==> src/rtl/ps_pkg.sv <==
`timescale 1ns/1ps
package ps_pkg;
    typedef enum logic [1:0] {
        FL_JUMP = 2'b00,
        FL_CALL = 2'b01,
        FL_RET  = 2'b10,
        FL_RETI = 2'b11
    } flow_op_e;

    localparam logic [2:0] CLASS_FLOW  = 3'b100;
    localparam logic [2:0] CLASS_IECTL = 3'b111;

    typedef struct packed {
        logic     is_flow;
        flow_op_e op;
        logic     take;
        logic     is_iectl;
        logic     ie_val;
    } dec_t;
endpackage

==> src/rtl/ps_decode.sv <==
`timescale 1ns/1ps
module ps_decode
    import ps_pkg::*;
#(
    parameter int PC_W = 8
) (
    input  logic [15:0]     instr_i,
    input  logic            zero_i,
    input  logic            carry_i,
    output dec_t            dec_o,
    output logic [PC_W-1:0] target_o
);
    logic cond_hit;

    // flag test selected by bits 11:10
    always_comb begin
        unique case (instr_i[11:10])
            2'b00:   cond_hit = zero_i;
            2'b01:   cond_hit = ~zero_i;
            2'b10:   cond_hit = carry_i;
            default: cond_hit = ~carry_i;
        endcase
    end

    always_comb begin
        dec_o.is_flow  = (instr_i[15:13] == CLASS_FLOW);
        dec_o.op       = flow_op_e'(instr_i[9:8]);
        dec_o.take     = ~instr_i[12] | cond_hit;
        dec_o.is_iectl = (instr_i[15:13] == CLASS_IECTL);
        dec_o.ie_val   = instr_i[0];
        target_o       = instr_i[PC_W-1:0];
    end
endmodule

==> src/rtl/ps_stack.sv <==
`timescale 1ns/1ps
module ps_stack #(
    parameter int ENTRY_W = 10,
    parameter int DEPTH   = 31
) (
    input  logic               clk,
    input  logic               rst_n,
    input  logic               push_i,
    input  logic               pop_i,
    input  logic [ENTRY_W-1:0] data_i,
    output logic [ENTRY_W-1:0] top_o,
    output logic               ovf_o
);
    localparam int PTR_W = (DEPTH > 1) ? $clog2(DEPTH) : 1;
    localparam int CNT_W = $clog2(DEPTH + 1);
    localparam logic [PTR_W-1:0] PTR_LAST = PTR_W'(DEPTH - 1);
    localparam logic [CNT_W-1:0] CNT_FULL = CNT_W'(DEPTH);

    typedef struct packed {
        logic [PTR_W-1:0] ptr;
        logic [CNT_W-1:0] cnt;
        logic             ovf;
    } stk_t;

    stk_t               st_d, st_q;
    logic [ENTRY_W-1:0] mem_d [DEPTH];
    logic [ENTRY_W-1:0] mem_q [DEPTH];

    function automatic logic [PTR_W-1:0] ptr_inc(input logic [PTR_W-1:0] p);
        return (p == PTR_LAST) ? '0 : p + 1'b1;
    endfunction

    function automatic logic [PTR_W-1:0] ptr_dec(input logic [PTR_W-1:0] p);
        return (p == '0) ? PTR_LAST : p - 1'b1;
    endfunction

    always_comb begin
        st_d  = st_q;
        mem_d = mem_q;
        if (push_i) begin
            mem_d[st_q.ptr] = data_i;
            st_d.ptr        = ptr_inc(st_q.ptr);
            if (st_q.cnt == CNT_FULL) begin
                st_d.ovf = 1'b1;
            end else begin
                st_d.cnt = st_q.cnt + 1'b1;
            end
        end else if (pop_i) begin
            st_d.ptr = ptr_dec(st_q.ptr);
            if (st_q.cnt != '0) begin
                st_d.cnt = st_q.cnt - 1'b1;
            end
        end
    end

    always_ff @(posedge clk) begin
        if (!rst_n) begin
            st_q <= '0;
            for (int i = 0; i < DEPTH; i++) begin
                mem_q[i] <= '0;
            end
        end else begin
            st_q  <= st_d;
            mem_q <= mem_d;
        end
    end

    assign top_o = mem_q[ptr_dec(st_q.ptr)];
    assign ovf_o = st_q.ovf;
endmodule

==> src/rtl/prog_sequencer.sv <==
`timescale 1ns/1ps
module prog_sequencer
    import ps_pkg::*;
#(
    parameter int              PC_W        = 8,
    parameter int              STACK_DEPTH = 31,
    parameter logic [PC_W-1:0] VECTOR      = '1
) (
    input  logic            clk,
    input  logic            rst_n,
    input  logic [15:0]     instr_i,
    input  logic            zero_i,
    input  logic            carry_i,
    input  logic            irq_i,
    output logic [PC_W-1:0] pc_o,
    output logic            zero_o,
    output logic            carry_o,
    output logic            flag_load_o,
    output logic            irq_ack_o,
    output logic            stack_ovf_o
);
    localparam int ENTRY_W = PC_W + 2;

    typedef struct packed {
        logic            phase;
        logic [PC_W-1:0] pc;
        logic            ie;
        logic            ack;
        logic            fload;
        logic            z;
        logic            c;
    } seq_t;

    seq_t               s_d, s_q;
    dec_t               dec;
    logic [PC_W-1:0]    target;
    logic [PC_W-1:0]    pc_inc;
    logic               push, pop;
    logic [ENTRY_W-1:0] push_data, top_entry;

    ps_decode #(.PC_W(PC_W)) u_decode (
        .instr_i  (instr_i),
        .zero_i   (zero_i),
        .carry_i  (carry_i),
        .dec_o    (dec),
        .target_o (target)
    );

    ps_stack #(.ENTRY_W(ENTRY_W), .DEPTH(STACK_DEPTH)) u_stack (
        .clk    (clk),
        .rst_n  (rst_n),
        .push_i (push),
        .pop_i  (pop),
        .data_i (push_data),
        .top_o  (top_entry),
        .ovf_o  (stack_ovf_o)
    );

    assign pc_inc = s_q.pc + 1'b1;

    // stack entry layout: {address, carry, zero}
    always_comb begin
        s_d       = s_q;
        s_d.phase = ~s_q.phase;
        s_d.ack   = 1'b0;
        s_d.fload = 1'b0;
        push      = 1'b0;
        pop       = 1'b0;
        push_data = {s_q.pc, carry_i, zero_i};
        if (s_q.phase) begin
            if (irq_i && s_q.ie) begin
                push     = 1'b1;
                s_d.pc   = VECTOR;
                s_d.ie   = 1'b0;
                s_d.ack  = 1'b1;
            end else if (dec.is_flow && dec.take) begin
                unique case (dec.op)
                    FL_JUMP: s_d.pc = target;
                    FL_CALL: begin
                        push      = 1'b1;
                        push_data = {pc_inc, carry_i, zero_i};
                        s_d.pc    = target;
                    end
                    FL_RET: begin
                        pop    = 1'b1;
                        s_d.pc = top_entry[ENTRY_W-1:2];
                    end
                    default: begin
                        pop       = 1'b1;
                        s_d.pc    = top_entry[ENTRY_W-1:2];
                        s_d.c     = top_entry[1];
                        s_d.z     = top_entry[0];
                        s_d.fload = 1'b1;
                        s_d.ie    = 1'b1;
                    end
                endcase
            end else begin
                s_d.pc = pc_inc;
                if (dec.is_iectl) begin
                    s_d.ie = dec.ie_val;
                end
            end
        end
    end

    always_ff @(posedge clk) begin
        if (!rst_n) begin
            s_q <= '0;
        end else begin
            s_q <= s_d;
        end
    end

    assign pc_o        = s_q.pc;
    assign zero_o      = s_q.z;
    assign carry_o     = s_q.c;
    assign flag_load_o = s_q.fload;
    assign irq_ack_o   = s_q.ack;
endmodule

==> config.mk <==
export PLATFORM = sky130hd
export DESIGN_NAME = prog_sequencer
export DESIGN_NICKNAME = d
export VERILOG_FILES = /design/src/rtl/ps_pkg.sv /design/src/rtl/ps_decode.sv /design/src/rtl/ps_stack.sv /design/src/rtl/prog_sequencer.sv
export SDC_FILE = /design/constraint.sdc
export NUM_CORES = 1
export LEC_CHECK = 0
export ABC_AREA = 0
export BUFFER_PORTS_ARGS = -buffer_cell sky130_fd_sc_hd__buf_2
export CAP_MARGIN = 10
export CORE_ASPECT_RATIO = 1.4
export CORE_MARGIN = 5
export CORE_UTILIZATION = 40
export DETAILED_ROUTE_END_ITERATION = 16
export PLACE_DENSITY = 0.54
export SETUP_SLACK_MARGIN = 0.05
export SKIP_CTS_REPAIR_TIMING = 1
export SLEW_MARGIN = 0
export SYNTH_ARGS = -nofsm -noshare
export SYNTH_HDL_FRONTEND = slang
export SYNTH_SLANG_ARGS = --single-unit
==> constraint.sdc <==
create_clock -name clk -period 4.55 [get_ports clk]
set_input_delay 0.6825 -clock clk [delete_from_list [all_inputs] [get_ports clk]]
set_output_delay 0.6825 -clock clk [all_outputs]
set_load 0.05 [all_outputs]
==> metrics, run 1 <==
status finished clean; Leak approximately 9.2 nW; Critical R2R Launch u_stack.st_q[7]$_SDFFE_PN0P_; core region area 41,000 um2; crit path capture pc_o[3]$_SDFFE_PN0P_; first-pass GRT wire length roughly 73 mm; largest cells by area after synthesis dfxtp_1 (41%), o211a_1 (15%), mux4_2 (7.9%), nand2_1 (6.6%), mux2i_1 (4.8%); reg2reg setup slack between 800 and 900 ps; average cell area after synthesis 10.3 um2; antenna violations before repair 0; Post-synth ARST share 0; Worst VDD drop 0.000205 V; post-synth top area share 0.407; Final Max Slew Viols 0; Area Growth Syn to Fin 10.9%; Synth Net Count around 1,600; clock root buffer master clkbuf_16; pwr dens 358 nW/um2; # H-tree levels 2; DRT Wirelength 47.6 mm; die width approximately 180 um; clk sinks roughly 340; max_cap viols 0; drt first-iter violations around 940; top cells by instance count after synthesis dfxtp_1 (335), nand2_1 (289), o211a_1 (249); RSZ-0062 raised after global routing no; drt pass-1 iters 5; Worst Skew 29.1 ps; dpl hpwl 30.9 mm; CTS tree built; initial cell density of the core 0.402; Routability Congestion 0.850; Final Hold Fails 0; clock latency at the later pin of the worst-skew pair 530 ps; Final setup violation count 0; dominant synthesized flop cell dfxtp_1; Die Area 45,400 um2; vias per inst 5.81; post-route ant nets 0; Layout Nets 1,596; count leader, synth dfxtp_1; Longest Clk Path Bufs 3; maximum number of pins on one net before global-route repair 122; CTS buffer count 35; cells on worst reg2reg path 9; Syn Inst Count 1,600; post-route setup TNS 0 ps; share of post-route cells with drive strength above 1 0.174; Mapped Area 16,500 um2; total grt overflow 0; DRC viols 0; vias in the first global route 11,900; flops & latches, synth 335; post-layout util 0.446; placed instance area 17,200 um2; Hold Path Class reg -> reg; WL/cell 22.4 um; sequential-to-total area share from yosys stat 0.407; synth warn 0; Worst Setup End Kind flip-flop; CP Class reg -> reg; Crit path required time 4970 ps; Yosys cell types slightly above 70; antenna cells 0; leading area contributor after synthesis dfxtp_1; f_max roughly 270 MHz; Die H 250 um; GRT Overall Usage 0.205; Final min period 3700 ps; Hold Path Origin u_stack.ovf_o$_SDFFE_PN0P_; num rows 88; IO Port Bufs 33; crit-path max FO 19; Slew @ Worst Pin 1150 ps; Post-synth EDFFs 0; Slew Limit Headroom 0.230; final period utilization 0.813; Finished Cell Area roughly 18,000 um2; Vias 12,400; CTS clk-pin slew, worst paths 60 ps; critical path arrival between 4000 and 5000 ps; io pins 34; RR Endpoint pc_o[3]$_SDFFE_PN0P_; start point of the critical path u_stack.st_q[7]$_SDFFE_PN0P_; CP Launch Type flip-flop
==> per-stage QoR <==
step | setup WS [ps] | power, W | cells | hold WS (ps)
6_report | 853 | 0.00654 | 2130 | 487
5_1_grt | 627 | 0.00677 | 2130 | 507
4_1_cts | 851 | 0.00662 | 2129 | 492
3_5_place_dp | 849 | 0.00380 | 2067 | 481
3_3_place_gp | 866 | 0.00380 | 2067 | 469
2_1_floorplan | 1160 | 0.00353 | 1600 | 455
==> state kept, by name, indices dropped and copies added, names as in the netlist <==
| register | count |
|---|---|
| carry_o | 1 |
| flag_load_o | 1 |
| irq_ack_o | 1 |
| pc_o | 8 |
| s_q | 2 |
| u_stack.mem_q | 310 |
| u_stack.ovf_o | 1 |
| u_stack.st_q | 10 |
| zero_o | 1 |
==> cell usage in the layout (no fill, tap or decap), types with 22 or more instances in the layout <==
cell       instances
dfxtp_1          335
nand2_1          289
o211a_1          249
mux2i_1           77
nor2b_1           67
buf_4             61
mux4_2            58
clkbuf_16         35
nand3_1           34
buf_2             32
nor4_4            30
o21ai_0           25
nor2_1            22
==> cell families (layout without fill, tap and decap cells) <==
kind of cell | after synthesis | after routing | share of synthesized area
simple gates | 515 | 515 | 0.176
compound gates | 399 | 399 | 0.218
flops | 335 | 335 | 0.407
buf+inv | 182 | 172 | 0.0495
mux | 148 | 148 | 0.135
xor+xnor | 11 | 11 | 0.00585
fa+ha+maj | 10 | 10 | 0.00805
==> where the power goes <==
group          total (W)  switching (W)  internal [W]  leakage [nW]
registers        0.00296      0.0000156       0.00294          2.70
clock network    0.00282        0.00120       0.00162         0.541
logic           0.000763       0.000514      0.000249          5.93
total            0.00654        0.00173       0.00481          9.17
==> critical path: stages (launching register included) <==
cell and delay (ps):
dfxtp_1 470, inv_1 180, ha_4 220, nor4b_4 140, nor2_4 720, buf_4 420, mux4_2 600, a22oi_1 240
nand4_1 230, a32o_1 330
==> layout make-up <==
class                      count  area, um2
clock buffer                  51        986
inverter                      13       48.8
clock inverter                11        111
tap                          540        676
multi-input combinational   1083       9050
sequential                   335       6710
timing repair buffer          97        684
fill                        3949      22700
==> per-layer routing <==
layer  global-route usage  wire length, um
met4               0.0667             1580
met1                0.266            20700
met3               0.0263             1950
met2                0.354            23400
met5                    0                0
==> how the worst min path moves through the flow <==
stage | cells after the start | to
final | 1 | u_stack.ovf_o$_SDFFE_PN0P_
after global routing | 1 | u_stack.mem_q[267]$_SDFFE_PN0P_
after CTS | 2 | u_stack.st_q[5]$_SDFFE_PN0P_
after detailed placement | 1 | u_stack.mem_q[149]$_SDFFE_PN0P_
after global placement | 1 | u_stack.ovf_o$_SDFFE_PN0P_
after floorplan | 2 | u_stack.st_q[5]$_SDFFE_PN0P_
No activity file was read; power rests on OpenSTA's default activity.
==> run 2: changes to the inputs <==
Settings changed: PLACE_DENSITY 0.54 to 0.56.
Clock period 4.55 ns to 3.07 ns, I/O delays scaled along.
==> run 2 against run 1 <==
Global-route usage up 0.62 points. Largest power group is now clock. Clock power up 56%. Via count up 2.9%. Worst hold slack worse by 160 ps. Power up 53%. Non-clock buffer count up 38. Sequential share of layout area down 1.0 points. Sequential power up 48%. Critical endpoint is now pc_o[1]$_SDFFE_PN0P_. Final area up 2.8%.
==> metrics, run 2 (synthesized netlist as in run 1, its figures left out) <==
Slew @ Worst Pin roughly 830 ps; Critical R2R Launch u_stack.st_q[6]$_SDFFE_PN0P_; worst hold margin 329 ps; io pins 34; cells on worst reg2reg path 11; status finished clean; Hold Path Origin instr_i[13]; Routability Congestion just over 0.9; WL/cell 22.6 um; Die H 250 um; Non-Filler Instances 2,171; fillers between 3,000 and 4,000; # H-tree levels 2; clock latency at the later pin of the worst-skew pair 540 ps; Worst VDD drop 0.000341 V; Worst Skew between 20 and 25 ps; vias in the first global route 12,300; clk sinks 335; IO Port Bufs 33; max_cap viols 0; DRC viols 0; post-route setup TNS 0 ps; Crit path required time ~3500 ps; dpl cells 2,106; dpl hpwl 32.7 mm; pre-CTS worst setup slack 241 ps; Final Hold Fails 0; die width 181 um; initial cell density of the core 0.402; DRT Wirelength roughly 49 mm; vias per inst 5.86; CTS tree built; GRT Overall Usage 0.211; Slew Limit Headroom 0.444; most common cell after layout, fill and taps aside dfxtp_1; pwr dens 534 nW/um2; CP Launch Type flip-flop; drt pass-1 iters 8; total area of sequential cells 6710 um2; Longest Clk Path Bufs 3; share of post-route cells with drive strength above 1 0.200; core region area 41,000 um2; f_max 347 MHz; Final min period 2880 ps; reg2reg setup slack 190 ps; Die Area 45,400 um2; depth of the worst hold-timing path 4; setup ws final between 150 and 200 ps; antenna violations before repair 0; Area Growth Syn to Fin 14.0%; final period utilization 0.939; multi-input combinational cell area 9050 um2; drt first-iter violations about 1,100; first-pass GRT wire length 75.5 mm; antenna cells 0; Final setup violation count 0; Final Max Slew Viols 0; maximum number of pins on one net before global-route repair 153; clock root buffer master clkbuf_16; crit-path max FO 24; Layout Nets 1,635; Worst Setup End Kind flip-flop; CTS buffer count 36; Leak 9.44 nW; Hold Crit Endpoint flag_load_o$_SDFF_PP0_; CP Class reg -> reg; commonest cells after routing, fill and taps aside dfxtp_1 (335), nand2_1 (289), o211a_1 (249); Vias 12,700; RSZ-0062 raised after global routing no; Top reg by flops u_stack.mem_q; RR Endpoint pc_o[1]$_SDFFE_PN0P_; post-route ant nets 0; Tot Pwr 0.0100 W; Hold Path Class in -> reg; CTS clk-pin slew, worst paths 70 ps; max reg flops 310; critical path arrival 3310 ps; num rows 88; total grt overflow 0
run 2: metal layers:
layer	global-route usage	up-vias	part of all wire
met5	0	-	0
met2	0.364	331	0.50
met3	0.0240	85	0.043
li1	-	5915	-
met4	0.0852	0	0.041
met1	0.269	6393	0.42
run 2: worst max-delay path by stage:
stage | from | to | cells after the start
after CTS | u_stack.st_q[7]$_SDFFE_PN0P_ | pc_o[1]$_SDFFE_PN0P_ | 10
after floorplan | instr_i[11] | u_stack.st_q[5]$_SDFFE_PN0P_ | 12
after global placement | instr_i[11] | u_stack.st_q[5]$_SDFFE_PN0P_ | 12
final | u_stack.st_q[6]$_SDFFE_PN0P_ | pc_o[1]$_SDFFE_PN0P_ | 11
after global routing | u_stack.st_q[6]$_SDFFE_PN0P_ | pc_o[1]$_SDFFE_PN0P_ | 11
after detailed placement | instr_i[11] | u_stack.st_q[5]$_SDFFE_PN0P_ | 11
run 2: area by class of cell:
cell class              count  share of cell area
multi-input cells        1083               0.482
flip-flops and latches    335               0.357
repair buffers            135              0.0581
clock buffers              48              0.0552
well taps                 540              0.0360
clock inverters            17             0.00860
inverters                  13             0.00267
run 2: power breakdown:
group | internal, W | switching [W] | leakage (nW)
Combinational | 0.000451 | 0.000785 | 6.16
Sequential | 0.00436 | 0.0000239 | 2.70
Clock | 0.00256 | 0.00184 | 0.589
run 2: per-stage QoR:
| stage | util | instance area [um2] |
|---|---|---|
| detailed placement | 0.429 | 17600 |
| global placement | 0.429 | 17600 |
| CTS | 0.458 | 18800 |
| floorplan | - | 16500 |
| finish | 0.458 | 18800 |
| global route | 0.458 | 18800 |
run 2: critical path, stage by stage, from the launching register on:
cell and delay (ps):
dfxtp_1 350, clkinv_2 80, buf_4 230, ha_1 310
or2_2 320, o21ai_2 140, buf_4 320, a21oi_1 90
a221oi_1 400, buf_4 190, a211oi_1 50, o41ai_1 280
